===== config.mk =====
export PLATFORM = sky130hd
export DESIGN_NAME = lpm_ctrl
export DESIGN_NICKNAME = d
export VERILOG_FILES = /design/src/rtl/lpm_pkg.sv /design/src/rtl/lpm_rst_qual.sv /design/src/rtl/lpm_mode_reg.sv /design/src/rtl/lpm_osc_ctl.sv /design/src/rtl/lpm_ctrl.sv
export SDC_FILE = /design/constraint.sdc
export NUM_CORES = 1
export LEC_CHECK = 0
export BUFFER_PORTS_ARGS = -buffer_cell sky130_fd_sc_hd__buf_4
export CORE_MARGIN = 5
export CORE_UTILIZATION = 47
export CTS_CLUSTER_DIAMETER = 30
export DETAILED_ROUTE_END_ITERATION = 10
export GPL_TIMING_DRIVEN = 0
export PLACE_DENSITY = 0.76
export SYNTH_ARGS = -nofsm -noshare
export SYNTH_HDL_FRONTEND = slang
export SYNTH_HIERARCHICAL = 1
export SYNTH_SLANG_ARGS = --single-unit

===== constraint.sdc =====
create_clock -name clk_i -period 1.9 [get_ports clk_i]
set_input_delay 0 -clock clk_i [delete_from_list [all_inputs] [get_ports clk_i]]
set_output_delay 0 -clock clk_i [all_outputs]
set_load 0.02 [all_outputs]

===== src/rtl/lpm_pkg.sv =====
package lpm_pkg;
    localparam int IDLE_BIT  = 0;
    localparam int PD_BIT    = 1;
    localparam int FLOAT_BIT = 2;

    typedef struct packed {
        logic idle;
        logic pd;
        logic flt;
        logic cpu_en;
        logic per_en;
        logic float_en;
    } mode_t;
endpackage


===== src/rtl/lpm_rst_qual.sv =====
module lpm_rst_qual #(
    parameter int RST_QUAL = 16
) (
    input  logic clk_i,
    input  logic rst_pin_i,
    output logic sys_rst_o,
    output logic busy_o
);
    localparam int CW = $clog2(RST_QUAL + 1);

    typedef struct packed {
        logic [CW-1:0] cnt;
        logic          rst;
    } qual_t;

    logic  s1_q, s2_q;
    qual_t st_d, st_q;

    // synchroniser: set at once by the pin, cleared through two edges
    always_ff @(posedge clk_i or posedge rst_pin_i) begin
        if (rst_pin_i) begin
            s1_q <= 1'b1;
            s2_q <= 1'b1;
        end else begin
            s1_q <= 1'b0;
            s2_q <= s1_q;
        end
    end

    always_comb begin
        st_d = st_q;
        if (!s2_q)
            st_d.cnt = '0;
        else if (st_q.cnt != CW'(RST_QUAL))
            st_d.cnt = st_q.cnt + 1'b1;
        st_d.rst = (st_d.cnt == CW'(RST_QUAL));
    end

    always_ff @(posedge clk_i) begin
        st_q <= st_d;
    end

    assign sys_rst_o = st_q.rst;
    assign busy_o    = s1_q | s2_q | st_q.rst;
endmodule


===== src/rtl/lpm_mode_reg.sv =====
module lpm_mode_reg
    import lpm_pkg::*;
#(
    parameter int             ADDR_W    = 8,
    parameter int             DATA_W    = 8,
    parameter logic [ADDR_W-1:0] PCON_ADDR = 8'h87
) (
    input  logic              clk_i,
    input  logic              sys_rst_i,
    input  logic              wr_en_i,
    input  logic [ADDR_W-1:0] wr_addr_i,
    input  logic [DATA_W-1:0] wr_data_i,
    input  logic              irq_i,
    output mode_t             mode_o,
    output logic              pd_next_o
);
    mode_t mode_d, mode_q;
    logic  hit;

    always_comb begin
        mode_d = mode_q;
        hit    = wr_en_i && (wr_addr_i == PCON_ADDR) && !sys_rst_i;
        if (hit) begin
            mode_d.pd   = wr_data_i[PD_BIT];
            mode_d.idle = wr_data_i[IDLE_BIT] && !wr_data_i[PD_BIT];
            mode_d.flt  = wr_data_i[FLOAT_BIT];
        end
        if (irq_i)
            mode_d.idle = 1'b0;
        if (sys_rst_i) begin
            mode_d.idle = 1'b0;
            mode_d.pd   = 1'b0;
            mode_d.flt  = 1'b0;
        end
        mode_d.cpu_en   = !(mode_d.idle || mode_d.pd);
        mode_d.per_en   = !mode_d.pd;
        mode_d.float_en = mode_d.pd && mode_d.flt;
    end

    always_ff @(posedge clk_i) begin
        mode_q <= mode_d;
    end

    assign mode_o    = mode_q;
    assign pd_next_o = mode_d.pd;
endmodule


===== src/rtl/lpm_osc_ctl.sv =====
module lpm_osc_ctl (
    input  logic clk_i,
    input  logic rst_pin_i,
    input  logic pd_next_i,
    input  logic rst_busy_i,
    output logic osc_en_o
);
    logic osc_d, osc_q;

    always_comb begin
        osc_d = !pd_next_i || rst_busy_i;
    end

    always_ff @(posedge clk_i or posedge rst_pin_i) begin
        if (rst_pin_i) osc_q <= 1'b1;
        else           osc_q <= osc_d;
    end

    assign osc_en_o = osc_q;
endmodule


===== src/rtl/lpm_ctrl.sv =====
module lpm_ctrl
    import lpm_pkg::*;
#(
    parameter int                ADDR_W    = 8,
    parameter int                DATA_W    = 8,
    parameter logic [ADDR_W-1:0] PCON_ADDR = 8'h87,
    parameter int                RST_QUAL  = 16
) (
    input  logic              clk_i,
    input  logic              rst_pin_i,
    input  logic              wr_en_i,
    input  logic [ADDR_W-1:0] wr_addr_i,
    input  logic [DATA_W-1:0] wr_data_i,
    input  logic              irq_i,
    output logic              cpu_clk_en_o,
    output logic              per_clk_en_o,
    output logic              osc_en_o,
    output logic              port_float_o,
    output logic              idle_o,
    output logic              pd_o,
    output logic              sys_rst_o
);
    mode_t mode;
    logic  pd_next, rst_busy, sys_rst;

    lpm_rst_qual #(.RST_QUAL(RST_QUAL)) u_rst (
        .clk_i     (clk_i),
        .rst_pin_i (rst_pin_i),
        .sys_rst_o (sys_rst),
        .busy_o    (rst_busy)
    );

    lpm_mode_reg #(
        .ADDR_W    (ADDR_W),
        .DATA_W    (DATA_W),
        .PCON_ADDR (PCON_ADDR)
    ) u_mode (
        .clk_i     (clk_i),
        .sys_rst_i (sys_rst),
        .wr_en_i   (wr_en_i),
        .wr_addr_i (wr_addr_i),
        .wr_data_i (wr_data_i),
        .irq_i     (irq_i),
        .mode_o    (mode),
        .pd_next_o (pd_next)
    );

    lpm_osc_ctl u_osc (
        .clk_i      (clk_i),
        .rst_pin_i  (rst_pin_i),
        .pd_next_i  (pd_next),
        .rst_busy_i (rst_busy),
        .osc_en_o   (osc_en_o)
    );

    logic unused_mode;
    assign unused_mode = mode.flt;

    assign cpu_clk_en_o = mode.cpu_en;
    assign per_clk_en_o = mode.per_en;
    assign port_float_o = mode.float_en;
    assign idle_o       = mode.idle;
    assign pd_o         = mode.pd;
    assign sys_rst_o    = sys_rst;
endmodule


Yosys cells after proc, flatten, opt, wreduce, memory -nomap -nowiden
Index checks and enable logic that the tools add are counted.
Operators by class
  add/subtract/negate cells: 1
  equality and inequality tests: 3
  multiplexer cells: 5
  bitwise gates (word level): 2
  reductions and logical operators: 10
Operators by type and width (number)
  two-way mux 5 bit: 2
  == test 8 bit, second input constant: 1
  two-way mux 3 bit: 2
  adder 5 x 1 -> 5 bit, second input constant: 1
  == test 5 bit, second input constant: 1
  != test 5 bit, second input constant: 1
  logical AND 1 bit: 4
  logical NOT 1 bit: 4
  logical OR 1 bit: 2
  OR 1 bit: 2
  two-way mux 1 bit: 1
Word-level totals
  register bits after elaboration: 15
  output and inout bits: 7
  word-level logic and storage cells: 32

Longest topological paths before layout
Gate-level depths: netlist of run 1.
  word-level depth: 8
  depth in mapped cells: 6

Hierarchy
Netlist of run 1, hierarchy kept.
By module, submodules not included
  lpm_rst_qual: instances 1, cells each 42, area an instance 407.9 um^2, seq. area each 172.7 um^2
  lpm_mode_reg: instances 1, cells each 27, area an instance 305.3 um^2, seq. area each 120.1 um^2
  lpm_osc_ctl: instances 1, cells each 3, area an instance 36.3 um^2, seq. area each 26.3 um^2

Worst setup path after synthesis of run 1
No wires, ideal clock.
  path type: reg-to-reg
  start point: register u_rst.st_q (netlist bit u_rst/sys_rst_o)
  end point: register u_osc.osc_q (netlist: u_osc/osc_en_o)
  library setup time: 0.061 ns
  arrival time: 1.530 ns
  required time: 1.839 ns
  setup slack: 0.309 ns
  stages on the path, launching flop included: 5
  clock period less this slack: 1.591 ns
  cells stage by stage: dfxtp_1 -> nand4bb_1 -> nor4_4 -> mux2_2 -> nand2b_1
On the way
  word-level cells in the longest chain between the ends: 6
  elaborated cells on any way between the ends: 7
Ends and longest elaborated chain
  start, declared: line lpm_rst_qual.sv:17  | qual_t st_d, st_q;
  start signal, assigned: line lpm_rst_qual.sv:40  | st_q <= st_d;
  logical NOT 1 bit: line lpm_mode_reg.sv:22  | hit = wr_en_i && (wr_addr_i == PCON_ADDR) && !sys_rst_i;
  logical AND 1 bit: line lpm_mode_reg.sv:22
  two-way mux 3 bit: line lpm_mode_reg.sv:23  | if (hit) begin
  two-way mux 3 bit (*): line lpm_mode_reg.sv:30  | if (sys_rst_i) begin
  named net pd_next: line lpm_ctrl.sv:24  | logic pd_next, rst_busy, sys_rst;
  logical NOT 1 bit (*): line lpm_osc_ctl.sv:11  | osc_d = !pd_next_i || rst_busy_i;
  logical OR 1 bit (*): line lpm_osc_ctl.sv:11
  named net u_osc.osc_d: line lpm_osc_ctl.sv:8  | logic osc_d, osc_q;
  end signal, assigned: line lpm_osc_ctl.sv:16  | else osc_q <= osc_d;
  end, declared: line lpm_osc_ctl.sv:8
The timed path passes the listed nets; every way through them passes the cells marked *.

Final worst setup path of run 1
Ends and elaborated chain as after synthesis.

==> results of run 1 <==
==> path summary, 6_finish.rpt <==
check	to	depth (start not counted)	slack [ns]	start
max	u_osc/osc_en_o	4	0.24	u_rst/sys_rst_o
max in group asynchronous	u_rst/s1_q	3	1.58	rst_pin_i
min	u_mode/mode_o[5]	3	0.02	wr_data_i[0]
max reg2reg	u_osc/osc_en_o	4	0.24	u_rst/sys_rst_o
min in group asynchronous	u_osc/osc_en_o	3	0.28	rst_pin_i
min reg2reg	u_rst/s2_q	0	0.37	u_rst/s1_q
==> kinds of logic (layout without fill, tap and decap cells) <==
family          Yosys count  count (layout)  synth area share (%)
mux                       7               7                  9.85
xor+xnor                  5               5                  5.84
flops                    15              15                  42.6
other cells               1               1                 0.500
simple gates             33              33                  30.2
fa+ha+maj                 2               2                  3.34
compound gates            4               4                  4.17
buf+inv                   5              32                  3.51
==> registers in the layout, summed over array words and instances, names as in the netlist <==
| register | flops |
|---|---|
| u_mode/mode_o | 6 |
| u_osc/osc_en_o | 1 |
| u_rst/s1_q | 1 |
| u_rst/s2_q | 1 |
| u_rst/st_q | 5 |
| u_rst/sys_rst_o | 1 |
==> layer usage <==
layer / vias to the layer above / GRT usage [%] / part of all wire [%]
met5: - / 0 / 0
met4: 0 / 1.31 / 0
met3: 0 / 5.72 / 8.0
met2: 15 / 20.6 / 46
met1: 267 / 15.0 / 46
li1: 296 / - / -
==> power by group <==
part	total, mW	internal [mW]	switching, mW
Clock	0.177	0.0812	0.0959
Combinational	0.0888	0.0516	0.0372
Sequential	0.340	0.330	0.00996
==> placed cells by master (no fill, tap or decap), drive strengths merged, types with 2 or more instances in the layout <==
cell type    instances
nor3                 2
and2                 2
dfxtp               12
buf                 22
and2b                3
o21bai               2
mux2                 3
nor2b                3
nand2b               2
xnor2                4
nand3b               2
nand2                6
dfstp                3
inv                  4
ha                   2
nor2                 5
nand3                2
clkbuf               4
mux2i                4
dlygate4sd3          2
nor4                 2
==> area by class of cell <==
class | instances | share of cell area, %
inverters | 4 | 1.54
well taps | 16 | 2.06
repair buffers | 23 | 18.3
flip-flops and latches | 15 | 32.8
multi-input cells | 52 | 41.5
clock buffers | 4 | 2.70
plain buffers | 1 | 1.16
==> worst max-delay path: stages (launching register included) <==
cell       delay [ns]
dfxtp_1          0.39
nand4bb_1        0.26
nor4_4           0.47
mux2_2           0.40
nand2b_1         0.07
==> timing repair <==
item / 4_1_cts / 5_1_grt
hold buffers: 2 / 0
hold endpoints to repair: 4 / 0
endpoints found under the setup margin: 0 / 0
==> flow_summary.ini, run 1 <==
[synth]
avgSynthCellArea_um2 = 10.4
async_reset_ff_share_pct = 20.0
yosys-top-cells-count = dfxtp_1, nand2_1, nor2_1
synth_edf_count = 0
synth.distinct_cells = 30
synth_area_um2 = 749
synth_most_common_cell = dfxtp_1
synth-seq-cells = 15
synth.yosys.seq_area_share_pct = 42.6
netlist_instances = 72
synth_nets = 94
synth.area.top_cells = dfxtp_1, dfstp_2, mux2i_1, xnor2_1, mux2_2
netlist.area_leader.share_pct = 32.1
ys_warn_count = 6
synth-main-ff-cell = dfxtp_1
yosys.area.top_type = dfxtp_1

[sta]
setup_viol = 0
period_minus_slack_ns = 1.66
rsz0062_at_grt = no
slew-limit-headroom_pct = 66.6
tightest_slew_ns = 0.497
setup_ws_ns = 0.243
post-route-period-util_pct = 87.2
max_freq_mhz = 604
fin_setup_tns_ns = 0
fin_worst_skew_ns = 0.00677
hold_viol = 0
holdWs_ns = 0.0151
drv_slew = 0

[cts]
post_cts_resize_count = 0
insertion_delay_ns = 0.27
cts_buffer_depth = 2
h-tree-depth = 1
cts_buffers = 3
cts_root_buf = clkbuf_4
cts.sinks = 15
cts.clk_slew.worst_paths_ns = 0.08
cts_tree = yes
cts_setup_buffers = 0

[floorplanning]
die_area_um2 = 2490
coreArea_um2 = 1510
ios = 27
fp.dieW_um = 49.9
initial_core_util_pct = 49.8
dieHeight_um = 49.9
row_count = 14

[global_routing]
overflow = 0
grt_max_degree = 11
grt_first_pass_wirelength_um = 2480
grt_pass1_vias = 585
track_usage_pct = 12.4
antenna_found_initial = 0

[worst_setup_path]
worstSetupEndpointType = flip-flop
worst_ep_arrival_time_ns = 1.87
crit_type = flip-flop to flip-flop
crit_path_start_kind = flip-flop
critPathMaxFanout = 10
cp.required_ns = 2.12

[placed_design]
gp_congestion = 0.710
dp_cells = 109
dpl_worst_slack_ns = 0.227
numPortBuffers = 21
hpwl_um = 1100
placed_cell_area_um2 = 927

[drt]
drt_pre_antenna_iters = 2
drc = 0
drt_iter0_drc = 3
wire_per_inst_um = 11.9
vias = 578
wirelength_um = 1370
vias_per_cell = 5.03
ant_nets = 0

[final_layout]
drive_gt1_share_pct = 38.4
seqCellArea_um2 = 319
fill_cells = 137
instances_no_fill = 115
finish.instance_area_um2 = 973
fin_nets = 122
n_antenna_cell = 0
multiInputGateArea_um2 = 404
final_core_util_pct = 64.6
syn2layout_area_growth_pct = 29.9

[power]
p_leak_nw = 0.405
power_density_nw_per_um2 = 622
ir_worst_vdd_uv = 481
total_power_uw = 605

[worst_hold_path]
min_path_type = input port to flip-flop

[outcome]
status = finished, final reports clean

[run]
drv_cap = 0
Power figures use the tool's default switching activity.
==> inputs of run 2 (changes only) <==
--- a/config.mk
+++ b/config.mk
@@ -12,6 +12,7 @@
 export DETAILED_ROUTE_END_ITERATION = 10
 export GPL_TIMING_DRIVEN = 0
 export PLACE_DENSITY = 0.76
+export REMOVE_ABC_BUFFERS = 1
 export SYNTH_ARGS = -nofsm -noshare
 export SYNTH_HDL_FRONTEND = slang
 export SYNTH_HIERARCHICAL = 1
==> flow_summary.ini, run 2 (same netlist as run 1, synthesis figures left out) <==
[drt]
drt_pre_antenna_iters = 4
vias = 597
vias_per_cell = 5.24
drt_iter0_drc = 26
drc = 0
ant_nets = 0
wire_per_inst_um = 13.5
wirelength_um = 1540

[global_routing]
antenna_found_initial = 0
overflow = 0
grt_max_degree = 11
grt_first_pass_wirelength_um = 2570
track_usage_pct = 13.2
grt_pass1_vias = 601

[power]
ir_worst_vdd_uv = 333
power_density_nw_per_um2 = 627
p_leak_nw = 0.402

[final_layout]
final_core_util_pct = 64.0
drive_gt1_share_pct = 38.8
most-common-layout-cells = buf_4, dfxtp_1, nor2_1, nand2_1
largest_reg_flops = 6
syn2layout_area_growth_pct = 28.5
fin_nets = 121
n_antenna_cell = 0
layout_commonest_cell = buf_4

[cts]
cts_tree = yes
cts_root_buf = clkbuf_4
insertion_delay_ns = 0.28
cts.clk_slew.worst_paths_ns = 0.09
cts_buffer_depth = 2
cts.sinks = 15
h-tree-depth = 1
cts_buffers = 3

[floorplanning]
initial_core_util_pct = 49.8
fp.dieW_um = 49.9
die_area_um2 = 2490
ios = 27
dieHeight_um = 49.9
coreArea_um2 = 1510
row_count = 14

[worst_setup_path]
worst_ep_arrival_time_ns = 1.93
crit_type = flip-flop to flip-flop
crit_path_start_kind = flip-flop
cp_num_buf_inv = 0
critPathMaxFanout = 10
cp_slowest_cell = nor4_4
slowest_delay_ns = 0.50
crit_chain = nand4bb_1 -> nor4_4 -> mux2_2 -> nand2b_1
path_delay_family = simple AND/OR/NAND/NOR gates
worstSetupEndpointType = flip-flop
cp.required_ns = 2.13

[worst_hold_path]
min_path_type = input port to flip-flop

[sta]
drv_slew = 0
tightest_slew_ns = 0.530
hold_viol = 0
setup_viol = 0
fin_worst_skew_ns = 0.00233
rsz0062_at_grt = no
period_minus_slack_ns = 1.70
max_freq_mhz = 588
fin_setup_tns_ns = 0
slew-limit-headroom_pct = 64.4
post-route-period-util_pct = 89.4

[placed_design]
hpwl_um = 1220
numPortBuffers = 21
gp_congestion = 0.841

[run]
drv_cap = 0

[outcome]
status = finished, final reports clean
[run 2: cell types whose count changed in the layout (fill, tap and decap cells not counted), sizes merged]
cell    change
buf         -1
clkbuf      -1
clkinv      +1
[run 2: per-stage QoR]
step | std cells | total power, mW | cell area (um2) | hold WS, ns | setup slack, ns
global route | 114 | 0.643 | 963 | 0.0192 | 0.101
floorplan | 71 | 0.390 | 738 | -0.110 | 0.309
global placement | 108 | 0.426 | 916 | 0.0172 | 0.234
CTS | 114 | 0.614 | 963 | 0.0113 | 0.192
detailed placement | 108 | 0.430 | 916 | 0.0169 | 0.218
finish | 114 | 0.604 | 963 | 0.0126 | 0.201
[run 2: what timing repair did]
item / in CTS / in global routing
buffers inserted: 0 / 0
hold buffers: 2 / 0
endpoints found under the hold margin: 5 / 0
gates resized for setup: 0 / 0
endpoints found under the setup margin: 0 / 0
[run 2: final cells by class]
class / count / area, um2
fill: 132 / 543
multi-input combinational: 52 / 404
sequential: 15 / 319
timing repair buffer: 23 / 178
clock buffer: 3 / 22.5
tap: 16 / 20.0
inverter: 4 / 15.0
clock inverter: 1 / 5.00
[run 2: path summary, 6_finish.rpt]
kind | start | to | slack (ns) | depth (start not counted)
setup / recovery | u_rst/sys_rst_o | u_osc/osc_en_o | 0.20 | 4
hold / removal | irq_i | u_mode/mode_o[5] | 0.01 | 4
setup reg to reg | u_rst/sys_rst_o | u_osc/osc_en_o | 0.20 | 4
hold reg to reg | u_rst/s1_q | u_rst/s2_q | 0.37 | 0
max in group asynchronous | rst_pin_i | u_rst/s1_q | 1.58 | 3
min in group asynchronous | rst_pin_i | u_osc/osc_en_o | 0.28 | 3
[run 2: metal layers]
layer / wire length, um / vias up / GRT usage [%] / share of wire (%)
li1: - / 293 / - / -
met1: 594 / 271 / 14.5 / 39
met2: 760 / 31 / 21.6 / 49
met3: 173 / 2 / 4.52 / 11
met4: 12 / 0 / 7.86 / 0.78
met5: 0 / - / 0 / 0
[run 2: power breakdown]
part           total, mW  internal [mW]  switching, mW
combinational     0.0844         0.0490         0.0354
sequential         0.342          0.330         0.0125
clock              0.178         0.0781         0.0995
[run 2: worst reg2reg max path, cell delays in order, from the launching register on]
cell	delay, ns
dfxtp_1	0.40
nand4bb_1	0.27
nor4_4	0.50
mux2_2	0.41
nand2b_1	0.07
==> inputs of run 3 (changes only) <==
--- a/config.mk
+++ b/config.mk
@@ -7,13 +7,11 @@
 export LEC_CHECK = 0
 export BUFFER_PORTS_ARGS = -buffer_cell sky130_fd_sc_hd__buf_4
 export CORE_MARGIN = 5
-export CORE_UTILIZATION = 47
+export CORE_UTILIZATION = 45
 export CTS_CLUSTER_DIAMETER = 30
 export DETAILED_ROUTE_END_ITERATION = 10
-export GPL_TIMING_DRIVEN = 0
-export PLACE_DENSITY = 0.76
+export PLACE_DENSITY = 0.75
 export REMOVE_ABC_BUFFERS = 1
 export SYNTH_ARGS = -nofsm -noshare
 export SYNTH_HDL_FRONTEND = slang
-export SYNTH_HIERARCHICAL = 1
 export SYNTH_SLANG_ARGS = --single-unit
==> flow_summary.ini, run 3 <==
[floorplanning]
die_area_um2 = 2390
ios = 27
initial_core_util_pct = 46.3
dieHeight_um = 48.9
coreArea_um2 = 1470
fp.dieW_um = 48.9
row_count = 14

[worst_setup_path]
critPathMaxFanout = 7
crit_path_start_kind = flip-flop
worst_ep_arrival_time_ns = 2.00
cp.required_ns = 2.14
crit_type = flip-flop to flip-flop
reg2reg_depth = 4
worstSetupEndpointType = flip-flop

[cts]
cts_setup_buffers = 0
cts_buffers = 3
h-tree-depth = 1
cts.clk_slew.worst_paths_ns = 0.10
post_cts_resize_count = 0
cts_tree = yes
cts.sinks = 15
cts_buffer_depth = 2
cts_root_buf = clkbuf_4
insertion_delay_ns = 0.28

[power]
p_leak_nw = 0.414
power_density_nw_per_um2 = 647
ir_worst_vdd_uv = 357

[synth]
synth-main-ff-cell = dfxtp_1
netlist_instances = 65
synth_most_common_cell = dfxtp_1
ys_warn_count = 0
synth_area_um2 = 681
synth-seq-cells = 15
async_reset_ff_share_pct = 20.0
yosys-top-cells-count = dfxtp_1, mux2i_1, inv_1, nand2_1
synth_edf_count = 0
synth.yosys.seq_area_share_pct = 46.9
avgSynthCellArea_um2 = 10.5
yosys.area.top_type = dfxtp_1
synth.area.top_cells = dfxtp_1, dfstp_2, mux2i_1, ha_1, mux2_2
netlist.area_leader.share_pct = 35.3
synth.distinct_cells = 26

[sta]
post-route-period-util_pct = 92.8
period_minus_slack_ns = 1.76
setup_viol = 0
fin_setup_tns_ns = 0
max_freq_mhz = 567
fin_worst_skew_ns = 0.00617
rsz0062_at_grt = no
hold_viol = 0
drv_slew = 0

[drt]
drt_iter0_drc = 5
vias = 531
vias_per_cell = 4.83
drc = 0
ant_nets = 0
wirelength_um = 1300
drt_pre_antenna_iters = 4
wire_per_inst_um = 11.8

[final_layout]
fin_nets = 117
largest_reg_flops = 6
most-common-layout-cells = buf_4, dfxtp_1, mux2i_1
fill_cells = 131
seqCellArea_um2 = 319
syn2layout_area_growth_pct = 36.0
layout_commonest_cell = buf_4
n_antenna_cell = 0
drive_gt1_share_pct = 35.1
multiInputGateArea_um2 = 347
instances_no_fill = 110

[placed_design]
numPortBuffers = 21
gp_congestion = 0.725
hpwl_um = 1040
dp_cells = 102

[global_routing]
antenna_found_initial = 0
grt_first_pass_wirelength_um = 2350
grt_pass1_vias = 534
track_usage_pct = 12.7
grt_max_degree = 11
overflow = 0

[worst_hold_path]
min_path_type = input port to flip-flop
min_path_cells = 3

[outcome]
status = finished, final reports clean

[run]
drv_cap = 0
run 3: cell count changes after synthesis, sizes merged, moves of 2 or more:
cell / change
nor2: -2
o21bai: -2
and2b: -3
o21ai: +2
nand2: -2
nor3b: +2
xnor2: -2
run 3: what timing repair did:
item | CTS | global route
endpoints found under the hold margin | 6 | 0
hold buffers | 4 | 0
endpoints found under the setup margin | 0 | 0
run 3: metal layers:
metal	global-route usage (%)	part of all wire, %
met2	18.9	49
met5	0	0
met3	4.28	4.4
met1	15.4	45
met4	8.07	1.5
run 3: final timing paths:
kind / from / endpoint / slack, ns
min in group asynchronous: rst_pin_i / u_osc.osc_en_o / 0.30
hold / removal: wr_data_i[1] / u_mode.mode_o[0] / 0.02
setup reg to reg: u_rst.sys_rst_o / u_mode.mode_o[5] / 0.14
max in group asynchronous: rst_pin_i / u_rst.s1_q / 1.57
setup / recovery: u_rst.sys_rst_o / u_mode.mode_o[5] / 0.14
hold reg to reg: u_rst.s1_q / u_rst.s2_q / 0.36
run 3: logic make-up after synthesis:
kind of cell,Yosys count,synth area share (%)
mux,7,10.7
simple gates,30,29.8
other cells,1,0.551
fa+ha+maj,2,3.68
buf+inv,4,2.21
compound gates,4,3.68
xor+xnor,2,2.57
flops,15,46.9
run 3: worst max-delay path, stage by stage, from the launching register on:
cell and delay [ns]:
dfxtp_1 0.38, or2b_1 0.30, nor3_4 0.30, mux2i_1 0.20
dlygate4sd3_1 0.55
run 3: stage by stage:
step	setup slack [ns]	hold slack (ns)	area [um2]	power (mW)	util (%)
2_1_floorplan	0.474	-0.0667	681	0.381	-
3_3_place_gp	0.473	0.0603	858	0.415	58.3
3_5_place_dp	0.461	0.0679	858	0.418	58.3
4_1_cts	0.111	0.00862	926	0.609	62.9
5_1_grt	0.0284	0.0238	926	0.642	62.9
6_report	0.136	0.0221	926	0.599	62.9
run 3: final cells by class:
class | count | share of cell area (%)
Clock inverter | 1 | 0.541
Timing Repair Buffer | 25 | 21.4
Multi-Input combinational cell | 46 | 37.4
Inverter | 4 | 1.62
Clock buffer | 3 | 2.43
Tap cell | 16 | 2.16
Sequential cell | 15 | 34.5
run 3: power breakdown:
part	internal (mW)	switching, mW
Sequential	0.330	0.00974
Clock	0.0781	0.106
Combinational	0.0461	0.0294
